--- src/rtl/pinj_pkg.sv ---
package pinj_pkg;
  typedef enum logic [1:0] {ACT_IDLE, ACT_INJECT, ACT_VECTOR} act_e;
  // token bit offsets above the tag field
  localparam int OFS_RET = 0;
  localparam int OFS_RDC = 1;
  localparam int OFS_XFR = 2;
  localparam int OFS_VLD = 3;
  localparam int TOK_EXTRA = 4;
endpackage

--- src/rtl/pinj_arbiter.sv ---
module pinj_arbiter #(
  parameter int NSRC   = 8,
  parameter int PRIO_W = 3,
  parameter int IDXW   = (NSRC > 1) ? $clog2(NSRC) : 1
) (
  input  logic                   clk,
  input  logic                   rst,
  input  logic [NSRC-1:0]        cand,
  input  logic [NSRC*PRIO_W-1:0] prio,
  output logic                   any,
  output logic [IDXW-1:0]        win
);
  logic [PRIO_W-1:0] best;

  always_comb begin
    any  = 1'b0;
    win  = '0;
    best = '0;
    for (int i = 0; i < NSRC; i++) begin
      if (cand[i] && (!any || prio[i*PRIO_W +: PRIO_W] > best)) begin
        any  = 1'b1;
        win  = IDXW'(i);
        best = prio[i*PRIO_W +: PRIO_W];
      end
    end
  end

  assert_win_cand_R3: assert property (@(posedge clk) disable iff (rst)
    any |-> cand[win]);

  for (genvar g = 0; g < NSRC; g++) begin : g_prio_chk
    assert_win_prio_R3: assert property (@(posedge clk) disable iff (rst)
      (any && cand[g]) |-> (prio[g*PRIO_W +: PRIO_W] < prio[win*PRIO_W +: PRIO_W]
        || (prio[g*PRIO_W +: PRIO_W] == prio[win*PRIO_W +: PRIO_W] && win <= IDXW'(g))));
  end
endmodule

--- src/rtl/pinj_guard.sv ---
module pinj_guard #(
  parameter int GUARD = 2
) (
  input  logic clk,
  input  logic rst,
  input  logic vec_issue,
  input  logic ret_exe,
  input  logic prog_exe,
  output logic vec_ok
);
  localparam int CW = $clog2(GUARD + 1);
  logic          in_isr;
  logic [CW-1:0] cnt;

  always_ff @(posedge clk) begin
    if (rst) begin
      in_isr <= 1'b0;
      cnt    <= '0;
    end else begin
      if (vec_issue)    in_isr <= 1'b1;
      else if (ret_exe) in_isr <= 1'b0;
      if (ret_exe)                    cnt <= CW'(GUARD);
      else if (cnt != 0 && prog_exe)  cnt <= cnt - 1'b1;
    end
  end

  assign vec_ok = !in_isr && cnt == '0;

  assert_issue_block_R9: assert property (@(posedge clk) disable iff (rst)
    vec_issue |=> !vec_ok);
  assert_ret_guard_R10: assert property (@(posedge clk) disable iff (rst)
    ret_exe |=> !vec_ok);
  assert_guard_hold_R10: assert property (@(posedge clk) disable iff (rst)
    (cnt != 0 && !prog_exe && !ret_exe) |=> $stable(cnt));
endmodule

--- src/rtl/pinj_pipe.sv ---
module pinj_pipe
  import pinj_pkg::*;
#(
  parameter int TAG_W = 8,
  parameter int TW    = TAG_W + TOK_EXTRA
) (
  input  logic             clk,
  input  logic             rst,
  input  logic [TW-1:0]    in_tok,
  input  logic             inject,
  input  logic [TAG_W-1:0] inj_tag,
  output logic [TW-1:0]    fch_tok,
  output logic [TW-1:0]    dec_tok,
  output logic [TW-1:0]    exe_tok,
  output logic [TW-1:0]    wbk_tok,
  output logic             park_vld,
  output logic             fet_take
);
  localparam int VB = TAG_W + OFS_VLD;
  localparam int XB = TAG_W + OFS_XFR;
  logic [TW-1:0] park_tok;
  logic [TW-1:0] xfr_tok;

  always_comb begin
    xfr_tok = '0;
    xfr_tok[VB] = 1'b1;
    xfr_tok[XB] = 1'b1;
    xfr_tok[TAG_W-1:0] = inj_tag;
  end

  assign fet_take = !park_vld;

  always_ff @(posedge clk) begin
    if (rst) begin
      fch_tok  <= '0;
      dec_tok  <= '0;
      exe_tok  <= '0;
      wbk_tok  <= '0;
      park_tok <= '0;
      park_vld <= 1'b0;
    end else begin
      wbk_tok <= exe_tok;
      exe_tok <= dec_tok;
      if (inject) begin
        dec_tok  <= xfr_tok;
        park_tok <= fch_tok;
        park_vld <= 1'b1;
        fch_tok  <= in_tok;
      end else if (park_vld) begin
        dec_tok  <= park_tok;
        park_vld <= 1'b0;
      end else begin
        dec_tok <= fch_tok;
        fch_tok <= in_tok;
      end
    end
  end

  assert_inject_dec_R4: assert property (@(posedge clk) disable iff (rst)
    inject |=> (dec_tok[VB] && dec_tok[XB] && dec_tok[TAG_W-1:0] == $past(inj_tag)));
  assert_one_out_R7: assert property (@(posedge clk) disable iff (rst)
    park_vld |-> !inject);
  assert_resume_R5: assert property (@(posedge clk) disable iff (rst)
    park_vld |=> dec_tok == $past(park_tok));
endmodule

--- src/rtl/pinj_core.sv ---
module pinj_core
  import pinj_pkg::*;
#(
  parameter int NSRC   = 8,
  parameter int PRIO_W = 3,
  parameter int TAG_W  = 8,
  parameter int GUARD  = 2,
  parameter int IDXW   = (NSRC > 1) ? $clog2(NSRC) : 1,
  parameter int TW     = TAG_W + TOK_EXTRA
) (
  input  logic                   clk,
  input  logic                   rst,
  input  logic [NSRC-1:0]        src_set,
  input  logic [NSRC-1:0]        src_en,
  input  logic [NSRC-1:0]        src_xfer,
  input  logic [NSRC*PRIO_W-1:0] src_prio,
  input  logic                   in_vld,
  input  logic                   in_rdc,
  input  logic                   in_ret,
  input  logic [TAG_W-1:0]       in_tag,
  output logic                   fet_take,
  output logic [TW-1:0]          fch_tok,
  output logic [TW-1:0]          dec_tok,
  output logic [TW-1:0]          exe_tok,
  output logic [TW-1:0]          wbk_tok,
  output logic [NSRC-1:0]        pend,
  output logic                   irq_vld,
  output logic [IDXW-1:0]        irq_id
);
  localparam int VB = TAG_W + OFS_VLD;
  localparam int XB = TAG_W + OFS_XFR;
  localparam int CB = TAG_W + OFS_RDC;
  localparam int RB = TAG_W + OFS_RET;

  logic            any;
  logic [IDXW-1:0] win;
  logic            park_vld;
  logic            vec_ok;
  logic            dec_rdc;
  logic            ret_exe;
  logic            prog_exe;
  logic [NSRC-1:0] clr;
  logic [TW-1:0]   in_tok;
  act_e            act;

  assign in_tok   = {in_vld, 1'b0, in_rdc, in_ret, in_tag};
  assign dec_rdc  = dec_tok[VB] && dec_tok[CB] && !dec_tok[XB];
  assign prog_exe = exe_tok[VB] && !exe_tok[XB];
  assign ret_exe  = prog_exe && exe_tok[RB];

  pinj_arbiter #(.NSRC(NSRC), .PRIO_W(PRIO_W), .IDXW(IDXW)) arb_i (
    .clk(clk), .rst(rst), .cand(pend & src_en), .prio(src_prio),
    .any(any), .win(win));

  always_comb begin
    act = ACT_IDLE;
    if (any) begin
      if (src_xfer[win]) begin
        if (!park_vld && !dec_rdc) act = ACT_INJECT;
      end else if (vec_ok) begin
        act = ACT_VECTOR;
      end
    end
    clr = '0;
    if (act != ACT_IDLE) clr[win] = 1'b1;
  end

  pinj_pipe #(.TAG_W(TAG_W), .TW(TW)) pipe_i (
    .clk(clk), .rst(rst), .in_tok(in_tok),
    .inject(act == ACT_INJECT), .inj_tag(TAG_W'(win)),
    .fch_tok(fch_tok), .dec_tok(dec_tok), .exe_tok(exe_tok), .wbk_tok(wbk_tok),
    .park_vld(park_vld), .fet_take(fet_take));

  pinj_guard #(.GUARD(GUARD)) guard_i (
    .clk(clk), .rst(rst), .vec_issue(act == ACT_VECTOR),
    .ret_exe(ret_exe), .prog_exe(prog_exe), .vec_ok(vec_ok));

  always_ff @(posedge clk) begin
    if (rst) begin
      pend    <= '0;
      irq_vld <= 1'b0;
      irq_id  <= '0;
    end else begin
      pend    <= (pend & ~clr) | src_set;
      irq_vld <= (act == ACT_VECTOR);
      if (act == ACT_VECTOR) irq_id <= win;
    end
  end

  assert_flag_clear_R4: assert property (@(posedge clk) disable iff (rst)
    (act == ACT_INJECT) |=> pend[$past(win)] == $past(src_set[win]));
  assert_repeat_R6: assert property (@(posedge clk) disable iff (rst)
    dec_rdc |-> act != ACT_INJECT);
  assert_vec_pulse_R8: assert property (@(posedge clk) disable iff (rst)
    (act == ACT_VECTOR) |=> (irq_vld && irq_id == $past(win) && !dec_tok[XB]));
  assert_disabled_R3: assert property (@(posedge clk) disable iff (rst)
    (act != ACT_IDLE) |-> src_en[win]);
endmodule

--- config.mk ---
export PLATFORM = sky130hd
export DESIGN_NAME = pinj_core
export DESIGN_NICKNAME = d
export VERILOG_FILES = /design/src/rtl/pinj_pkg.sv /design/src/rtl/pinj_arbiter.sv /design/src/rtl/pinj_guard.sv /design/src/rtl/pinj_pipe.sv /design/src/rtl/pinj_core.sv
export SDC_FILE = /design/constraint.sdc
export NUM_CORES = 1
export LEC_CHECK = 0
export BUFFER_PORTS_ARGS = -buffer_cell sky130_fd_sc_hd__buf_2
export CAP_MARGIN = 20
export CELL_PAD_IN_SITES_DETAIL_PLACEMENT = 0
export CELL_PAD_IN_SITES_GLOBAL_PLACEMENT = 2
export CORE_MARGIN = 3
export CORE_UTILIZATION = 28
export CTS_BUF_LIST = sky130_fd_sc_hd__clkbuf_8
export DETAILED_ROUTE_END_ITERATION = 6
export PLACE_DENSITY_LB_ADDON = 0.1
export SETUP_SLACK_MARGIN = 0.1
export SYNTH_ARGS = -nofsm -noshare
export SYNTH_HDL_FRONTEND = slang
export SYNTH_SLANG_ARGS = --single-unit
--- constraint.sdc ---
create_clock -name clk -period 10.1 [get_ports clk]
set_input_delay 1.01 -clock clk [delete_from_list [all_inputs] [get_ports clk]]
set_output_delay 1.01 -clock clk [all_outputs]
set_load 0.1 [all_outputs]
==> results.yml, run 1 <==
status:
  status: "completed"
yosys:
  ys_seq_area_frac: 0.398
  synth_edf_count: 0
  synth_area_per_cell_sq_um: 9.67
  syn_inst: 380
  syn-num-nets: 463
  synth_cell_types: 55
  syn_area_sq_mm: 0.00367
  yosysWarningCount: 0
  ys_ff_latch: 73
  synth_top_flop_cell: "dfxtp_1"
  async_reset_ff_frac: 0
clock_network:
  cts_buffers: 9
  ctsHoldBuffers: 0
  htreeDepth: 3
  cts_buffer_depth: 2
  tritoncts: "built"
  clk_latency_ns: 0.35
  clock_sinks: 73
  cts_root_buf: "clkbuf_8"
  clk_pin_slew_ns: 0.08
floorplan:
  die_x_um: 121
  io_pins: 122
  row_count: 41
  die_h_um: 121
  initial_utilization: 0.289
  core_area_sq_mm: 0.0127
  dieArea_sq_mm: 0.0145
final_layout:
  layout-drive-gt1-share: 0.475
  area_growth_syn_to_layout_pct: 45.6
  fillers: 1346
  final_nets: 627
  regArea_sq_mm: 0.00146
  instances_no_fill: 722
  multiInputGateArea_sq_mm: 0.00234
global_routing:
  grt_max_degree: 74
  antenna_found_initial: 1
  grt_pass1_wl_um: 15500
  grt_pass1_vias: 3084
  grtUsageTotal: 0.135
  globalRouteOverflowTotal: 0
sta:
  fin_crit_ns: 9.81
  max-slew-margin-rel: 0.301
  slew_violations: 0
  period_share: 0.971
  tightest_slew_ns: 1.05
  fin_skew_ns: 0.00716
  worst_hold_slack_ns: 0.462
  setup_viol: 0
  hold_violations: 0
  rsz0062_at_grt: "yes"
  fmax_mhz: 102
drt:
  dr.pass1.iters: 4
  drt-wirelength-per-cell_um: 14.3
  ant_nets: 0
  drc: 0
  wl_um: 10300
  vias_per_cell: 4.48
  drt-initial-drc-count: 149
  vias: 3238
power:
  ir_worst_vdd_v: 0.0000934
  cellPowerDensity_mw_per_mm2: 216
  power_leakage_nw: 2.46
placement:
  dp.cells: 686
  port_buffers: 120
  hpwl_um: 7700
  routabilityCongestion: 0.795
critical_path:
  r2r_start: "pend[0]"
  required_ns: 10.35
  crit_arrival_ns: 10.06
  cp_max_fo: 6
  crit_slowest_cell: "mux2_4"
  crit_start: "src_en[0]"
  max_stage_delay_ns: 0.36
  crit_type: "input pin to flip-flop"
  startpoint_type: "input pin"
  critPathCaptureType: "flip-flop"
worst_hold_path:
  min_path_type: "flip-flop to flip-flop"
  hold_start: "pipe_i.exe_tok[0]"
job:
  cap_violations: 0
[critical path, delay by kind of cell]
| kind | cells | cell delay [ns] |
|---|---|---|
| buffers and inverters | 8 | 1.00 |
| muxes | 5 | 1.30 |
| adders and majority gates | 7 | 1.90 |
| AOI/OAI and AO/OA | 20 | 3.72 |
| and+or+nand+nor | 10 | 1.12 |
[registers in the layout, indices dropped and copies added, names as in the netlist]
register / count
pipe_i.dec_tok: 12
pipe_i.exe_tok: 12
pipe_i.wbk_tok: 12
pipe_i.fch_tok: 11
pipe_i.park_tok: 11
pend: 8
irq_id: 3
guard_i.cnt: 2
guard_i.in_isr: 1
irq_vld: 1
[layout make-up]
type	count	share of cell area
Timing Repair Buffer	173	0.199
Tap cell	172	0.0402
Inverter	22	0.0154
Clock inverter	7	0.0105
Sequential cell	73	0.273
Antenna cell	1	0.000468
Multi-Input combinational cell	265	0.437
Clock buffer	9	0.0232
[path summary, 6_finish.rpt]
check                                    endpoint  depth (start not counted)  slack (ns)
worst max-delay path            pipe_i.dec_tok[0]                         50        0.29
worst min-delay path            pipe_i.wbk_tok[0]                          1        0.46
worst max register to register  pipe_i.dec_tok[0]                         49        0.62
worst min register to register  pipe_i.wbk_tok[0]                          1        0.46
[logic make-up (layout without fill, tap and decap cells)]
| kind of cell | count (synthesis) | in the layout | synth area share |
|---|---|---|---|
| flip-flops | 73 | 73 | 0.398 |
| buffers and inverters | 42 | 211 | 0.0596 |
| adder cells (fa/ha/maj) | 22 | 22 | 0.0749 |
| other | 1 | 2 | 0.00102 |
| multiplexers | 48 | 48 | 0.134 |
| AO/OA/AOI/OAI | 60 | 60 | 0.144 |
| AND/OR/NAND/NOR | 134 | 134 | 0.188 |
[metrics by stage]
step / area [sq um] / util / setup WS [ns] / total power, W / TNS (ns)
after detailed placement: 4640 / 0.365 / -0.502 / 0.000879 / -14.68
final: 5350 / 0.420 / 0.293 / 0.00116 / 0
after floorplan: 3680 / - / 0.141 / 0.000760 / 0
after CTS: 4840 / 0.381 / 0.147 / 0.00110 / 0
after global routing: 5350 / 0.420 / -0.218 / 0.00122 / -5.06
after global placement: 4640 / 0.365 / -0.140 / 0.000877 / -2.37
[where the power goes]
group / switching [W] / leakage [nW] / internal, W
clock network: 0.000115 / 0.0834 / 0.0000909
logic: 0.000386 / 1.78 / 0.000212
registers: 0.0000298 / 0.598 / 0.000322
[placed cells by master, fill, tap and decap left out, types with 3 or more instances in the layout]
| cell type | netlist | routed |
|---|---|---|
| buf_4 | 4 | 45 |
| mux2_4 | 0 | 4 |
| buf_2 | 2 | 119 |
| a21o_1 | 5 | 5 |
| a211oi_2 | 9 | 10 |
| nand2_1 | 18 | 16 |
| nand3b_1 | 5 | 5 |
| mux2_2 | 9 | 5 |
| a21oi_2 | 1 | 4 |
| buf_6 | 5 | 6 |
| ha_1 | 22 | 12 |
| nor2_1 | 50 | 48 |
| mux2i_1 | 39 | 35 |
| clkinvlp_4 | 0 | 3 |
| inv_1 | 22 | 20 |
| nor3_1 | 12 | 10 |
| nor2b_1 | 28 | 27 |
| o21ai_0 | 8 | 4 |
| dfxtp_1 | 73 | 72 |
| ha_4 | 0 | 10 |
| a21oi_1 | 11 | 6 |
| clkbuf_8 | 0 | 9 |
[cell usage after synthesis, types with 3 or more instances]
library cell,n,area (sq um)
a211oi_2,9,113
nor3_1,12,60.1
nor2b_1,28,175
a32oi_1,3,26.3
clkbuf_1,7,26.3
ha_1,22,275
nand3b_1,5,37.5
o21ai_0,8,40.0
inv_1,22,82.6
mux2i_1,39,390
nand2_1,18,67.6
dfxtp_1,73,1460
mux2_2,9,101
and2_1,3,18.8
buf_6,5,56.3
nor2_1,50,188
a21o_1,5,37.5
buf_4,4,30.0
a211oi_1,4,30.0
a21oi_1,11,55.1
[timing repair]
action                                  in CTS  in global routing
setup buffers                                3                 16
resized for setup                            1                 67
pin swaps                                    2                 40
gates cloned                                 0                  1
endpoints found under the setup margin      35                 36
[per-layer routing]
layer  vias up  global-route usage  wire [um]
li1       1649                   -          -
met1      1504               0.181       4920
met2        76               0.211       4780
met3         9              0.0440        584
met4         0              0.0305         67
met5         -                   0          0
Note: power is estimated with default switching activity, not from simulation.
==> inputs of run 2 (changes only) <==
==> constraint.sdc (replaced) <==
create_clock -name clk -period 11.4 [get_ports clk]
set_input_delay 0.57 -clock clk [delete_from_list [all_inputs] [get_ports clk]]
set_output_delay 0.57 -clock clk [all_outputs]
set_load 0.1 [all_outputs]
==> results.yml, run 2 (synthesis results as in run 1) <==
placement:
  hpwl_um: 7550
  post-place-ws_ns: 0.267
  port_buffers: 120
  routabilityCongestion: 0.757
clock_network:
  htreeDepth: 3
  clk_latency_ns: 0.34
  clk_pin_slew_ns: 0.08
  tritoncts: "built"
  cts_buffers: 9
  cts_buffer_depth: 2
  clock_sinks: 73
  cts_root_buf: "clkbuf_8"
sta:
  tightest_slew_ns: 0.943
  period_share: 0.899
  fin_ws_ns: 1.16
  fmax_mhz: 97.6
  worst_hold_slack_ns: 0.456
  max-slew-margin-rel: 0.371
  fin_crit_ns: 10.24
  fin_skew_ns: 0.00953
  hold_violations: 0
  rsz0062_at_grt: "no"
  slew_violations: 0
  fin_tns_setup_ns: 0
  setup_viol: 0
drt:
  dr.pass1.iters: 4
  vias: 3023
  drt-wirelength-per-cell_um: 14.2
  drt-initial-drc-count: 132
  ant_nets: 0
  vias_per_cell: 4.47
  wl_um: 9600
  drc: 0
final_layout:
  area_growth_syn_to_layout_pct: 26.1
  final_common_cell: "buf_2"
  antenna_cells: 0
  fillers: 1386
  layout-drive-gt1-share: 0.343
  reg.largest.list: "pipe_i.dec_tok (12), pipe_i.exe_tok (12), pipe_i.wbk_tok (12)"
  final_cell_mix: "120 x buf_2, 73 x dfxtp_1, 50 x nor2_1"
  regArea_sq_mm: 0.00146
  final_nets: 582
  multiInputGateArea_sq_mm: 0.00200
critical_path:
  r2r_slack_ns: 1.16
  crit_slowest_cell: "dfxtp_1"
  max_stage_delay_ns: 0.43
  crit_arrival_ns: 10.44
  required_ns: 11.59
  critPathCaptureType: "flip-flop"
  cp_max_fo: 10
  crit_type: "flip-flop to flip-flop"
  cp_common_cell: "ha_1"
  startpoint_type: "flip-flop"
job:
  cap_violations: 0
global_routing:
  antenna_found_initial: 0
  grt_pass1_vias: 2991
  grt_max_degree: 74
  globalRouteOverflowTotal: 0
  grtUsageTotal: 0.135
  grt_pass1_wl_um: 15400
floorplan:
  io_pins: 122
  die_x_um: 121
  core_area_sq_mm: 0.0127
  dieArea_sq_mm: 0.0145
  initial_utilization: 0.289
  row_count: 41
  die_h_um: 121
worst_hold_path:
  min_path_type: "input pin to flip-flop"
power:
  cellPowerDensity_mw_per_mm2: 206
  power_w: 0.000955
  ir_worst_vdd_v: 0.000114
  power_leakage_nw: 2.20
status:
  status: "completed"
[run 2: cell types whose count changed in the layout (fill, tap and decap cells not counted), sizes merged, moves of 2 or more]
cell,delta
clkinvlp,-3
buf,-44
inv,+2
bufinv,+2
[run 2: layout make-up]
class | instances | share of cell area
multi-input combinational | 265 | 0.432
sequential | 73 | 0.316
clock buffer | 9 | 0.0267
inverter | 22 | 0.0178
timing repair buffer | 128 | 0.143
tap | 172 | 0.0465
clock inverter | 7 | 0.0186
[run 2: worst paths after layout]
| check | start | to | cells past startpoint |
|---|---|---|---|
| max reg2reg | pend[0] | pend[6] | 48 |
| min reg2reg | pipe_i.exe_tok[0] | pipe_i.wbk_tok[0] | 1 |
| max | pend[0] | pend[6] | 48 |
| min | in_vld | pipe_i.fch_tok[11] | 3 |
[run 2: per-layer routing]
| metal | part of all wire | global-route usage |
|---|---|---|
| met5 | 0 | 0 |
| met1 | 0.48 | 0.186 |
| met4 | 0.0080 | 0.0354 |
| met3 | 0.065 | 0.0435 |
| met2 | 0.44 | 0.204 |
[run 2: metrics by stage]
stage | utilization | cell area (sq um) | cells
floorplan | - | 3670 | 380
global placement | 0.345 | 4390 | 657
detailed placement | 0.345 | 4390 | 657
CTS | 0.362 | 4600 | 673
global route | 0.364 | 4630 | 676
finish | 0.364 | 4630 | 676
[run 2: what timing repair did]
item                       in CTS  in global routing
gates resized for setup         0                  4
setup endpoints to repair       0                 36
hold buffers                    0                  0
buffers inserted                0                  3
[run 2: power breakdown]
| part | total [W] | internal [W] | switching [W] |
|---|---|---|---|
| sequential | 0.000306 | 0.000286 | 0.0000200 |
| combinational | 0.000435 | 0.000119 | 0.000316 |
| clock | 0.000215 | 0.000122 | 0.0000932 |
| total | 0.000955 | 0.000526 | 0.000429 |
[run 2: critical path, delay by kind of cell, from the launching register on]
kind / cells / cell delay [ns]
flops: 1 / 0.43
simple gates: 7 / 1.14
compound gates: 26 / 4.73
fa+ha+maj: 7 / 2.02
buf+inv: 4 / 0.55
mux: 4 / 1.21
==> inputs of run 3 (changes only) <==
--- a/config.mk
+++ b/config.mk
@@ -14,6 +14,7 @@
 export CTS_BUF_LIST = sky130_fd_sc_hd__clkbuf_8
 export DETAILED_ROUTE_END_ITERATION = 6
 export PLACE_DENSITY_LB_ADDON = 0.1
+export REMOVE_ABC_BUFFERS = 1
 export SETUP_SLACK_MARGIN = 0.1
 export SYNTH_ARGS = -nofsm -noshare
 export SYNTH_HDL_FRONTEND = slang
==> constraint.sdc (replaced) <==
create_clock -name clk -period 10.5 [get_ports clk]
set_input_delay 0.525 -clock clk [delete_from_list [all_inputs] [get_ports clk]]
set_output_delay 0.525 -clock clk [all_outputs]
set_load 0.1 [all_outputs]
==> results.yml, run 3 (synthesis results as in run 1) <==
floorplan:
  die_h_um: 121
  dieArea_sq_mm: 0.0145
  core_area_sq_mm: 0.0127
  die_x_um: 121
  initial_utilization: 0.289
  row_count: 41
  io_pins: 122
power:
  seq_power_share: 0.292
  power_leakage_nw: 2.27
  ir_worst_vdd_v: 0.000132
  cellPowerDensity_mw_per_mm2: 233
  p_int_w: 0.000653
  swShare: 0.422
  clkPwrFrac: 0.263
  pwr-share-comb: 0.445
  p_sw_w: 0.000477
final_layout:
  area_growth_syn_to_layout_pct: 32.3
  final_nets: 596
  final_cell_mix: "121 x buf_2, 72 x dfxtp_1, 50 x nor2_1"
  stdcell_area_sq_mm: 0.00486
  final_common_cell: "buf_2"
  layout-drive-gt1-share: 0.386
  instances_no_fill: 690
  antenna_cells: 0
  utilization: 0.382
  reg.largest.list: "pipe_i.dec_tok (12), pipe_i.exe_tok (12), pipe_i.wbk_tok (12)"
critical_path:
  ff2ff_path_depth: 49
  critPathCaptureType: "flip-flop"
  crit_buf_inv: 6
  crit_type: "flip-flop to flip-flop"
  rr_endpoint: "pipe_i.dec_tok[6]"
  r2r_start: "pend[0]"
  crit_slowest_cell: "mux2_2"
  r2r_slack_ns: 0.61
  startpoint_type: "flip-flop"
  cp_max_fo: 8
  cp_common_cell: "ha_1"
  max_stage_delay_ns: 0.40
  cpLargestDelayFamily: "compound AO/OA/AOI/OAI gates"
  required_ns: 10.75
  crit_arrival_ns: 10.13
drt:
  vias: 3105
  vias_per_cell: 4.50
  drt-wirelength-per-cell_um: 14.0
  dr.pass1.iters: 4
  ant_nets: 0
  wl_um: 9660
  drc: 0
  drt-initial-drc-count: 103
placement:
  port_buffers: 120
  hpwl_um: 7190
  routabilityCongestion: 0.798
  dp.cells: 661
  place_area_sq_mm: 0.00442
  post-place-ws_ns: -0.0138
job:
  cap_violations: 0
sta:
  fin_skew_ns: 0.0125
  hold_violations: 0
  tightest_slew_ns: 0.915
  setup_viol: 0
  max-slew-margin-rel: 0.390
  period_share: 0.942
  fin_ws_ns: 0.614
  slew_violations: 0
  fin_crit_ns: 9.89
  fmax_mhz: 101
  worst_hold_slack_ns: 0.407
  rsz0062_at_grt: "no"
clock_network:
  clk_pin_slew_ns: 0.08
  cts_buffer_depth: 2
  cts_buffers: 9
  clock_sinks: 73
  clk_latency_ns: 0.34
  htreeDepth: 3
  tritoncts: "built"
  cts_root_buf: "clkbuf_8"
global_routing:
  grt_max_degree: 74
  grt_pass1_wl_um: 14800
  globalRouteOverflowTotal: 0
  grtUsageTotal: 0.129
  antenna_found_initial: 0
  grt_pass1_vias: 2981
worst_hold_path:
  hold_start: "in_tag[4]"
  min_path_type: "input pin to flip-flop"
  whs_path_depth: 3
  hold_end: "pipe_i.fch_tok[4]"
status:
  status: "completed"
run 3: cell types whose count changed in the layout (fill, tap and decap cells not counted), sizes merged:
| cell | before | now |
|---|---|---|
| inv | 25 | 22 |
| buf | 128 | 142 |
| clkbuf | 9 | 11 |
| clkinv | 2 | 1 |
| bufinv | 2 | 4 |
run 3: cell type report:
type	count	area [sq um]
Fill cell	1388	7860
Multi-Input combinational cell	265	2050
Sequential cell	73	1460
Timing Repair Buffer	142	771
Tap cell	172	215
Clock buffer	11	151
Clock inverter	5	125
Inverter	22	82.6
run 3: metrics by stage:
step | setup TNS, ns | total power, W
floorplan | -8.88 | 0.000710
global placement | 0 | 0.000808
detailed placement | -0.0138 | 0.000811
CTS | 0 | 0.00111
global route | 0 | 0.00119
finish | 0 | 0.00113
run 3: power groups by stage:
stage / combinational, W / sequential, W / clock (W)
2_1_floorplan: 0.000181 / 0.000529 / 0
3_3_place_gp: 0.000472 / 0.000336 / 0
3_5_place_dp: 0.000474 / 0.000337 / 0
4_1_cts: 0.000475 / 0.000331 / 0.000308
5_1_grt: 0.000536 / 0.000335 / 0.000320
6_report: 0.000503 / 0.000330 / 0.000297
run 3: layer usage:
layer	track usage	vias to the layer above	wire, um
met5	0	-	0
met4	0.0234	0	61
met3	0.0486	4	591
met2	0.200	78	4300
met1	0.172	1437	4700
li1	-	1586	-
run 3: timing repair:
item,4_1_cts,5_1_grt
endpoints found under the hold margin,0,0
hold buffers,0,0
gates resized for setup,0,19
buffers inserted,0,11
setup endpoints to repair,0,36
run 3: how the worst max path moves through the flow:
stage | start | end | slack, ns | depth (start not counted)
final | pend[0] | pipe_i.dec_tok[6] | 0.61 | 49
after global routing | pend[0] | pipe_i.dec_tok[11] | 0.03 | 51
after CTS | pend[0] | pipe_i.dec_tok[11] | 0.13 | 49
after detailed placement | src_en[0] | pipe_i.dec_tok[11] | -0.01 | 50
after global placement | src_en[0] | pipe_i.dec_tok[2] | 0.33 | 49
after floorplan | pend[0] | pend[0] | -0.45 | 43
run 3: worst reg2reg max path, delay by kind of cell (launching register included):
family | cells | cell delay [ns]
compound gates | 22 | 3.77
flops | 1 | 0.36
simple gates | 9 | 1.37
mux | 5 | 1.52
fa+ha+maj | 7 | 1.94
buf+inv | 6 | 0.83
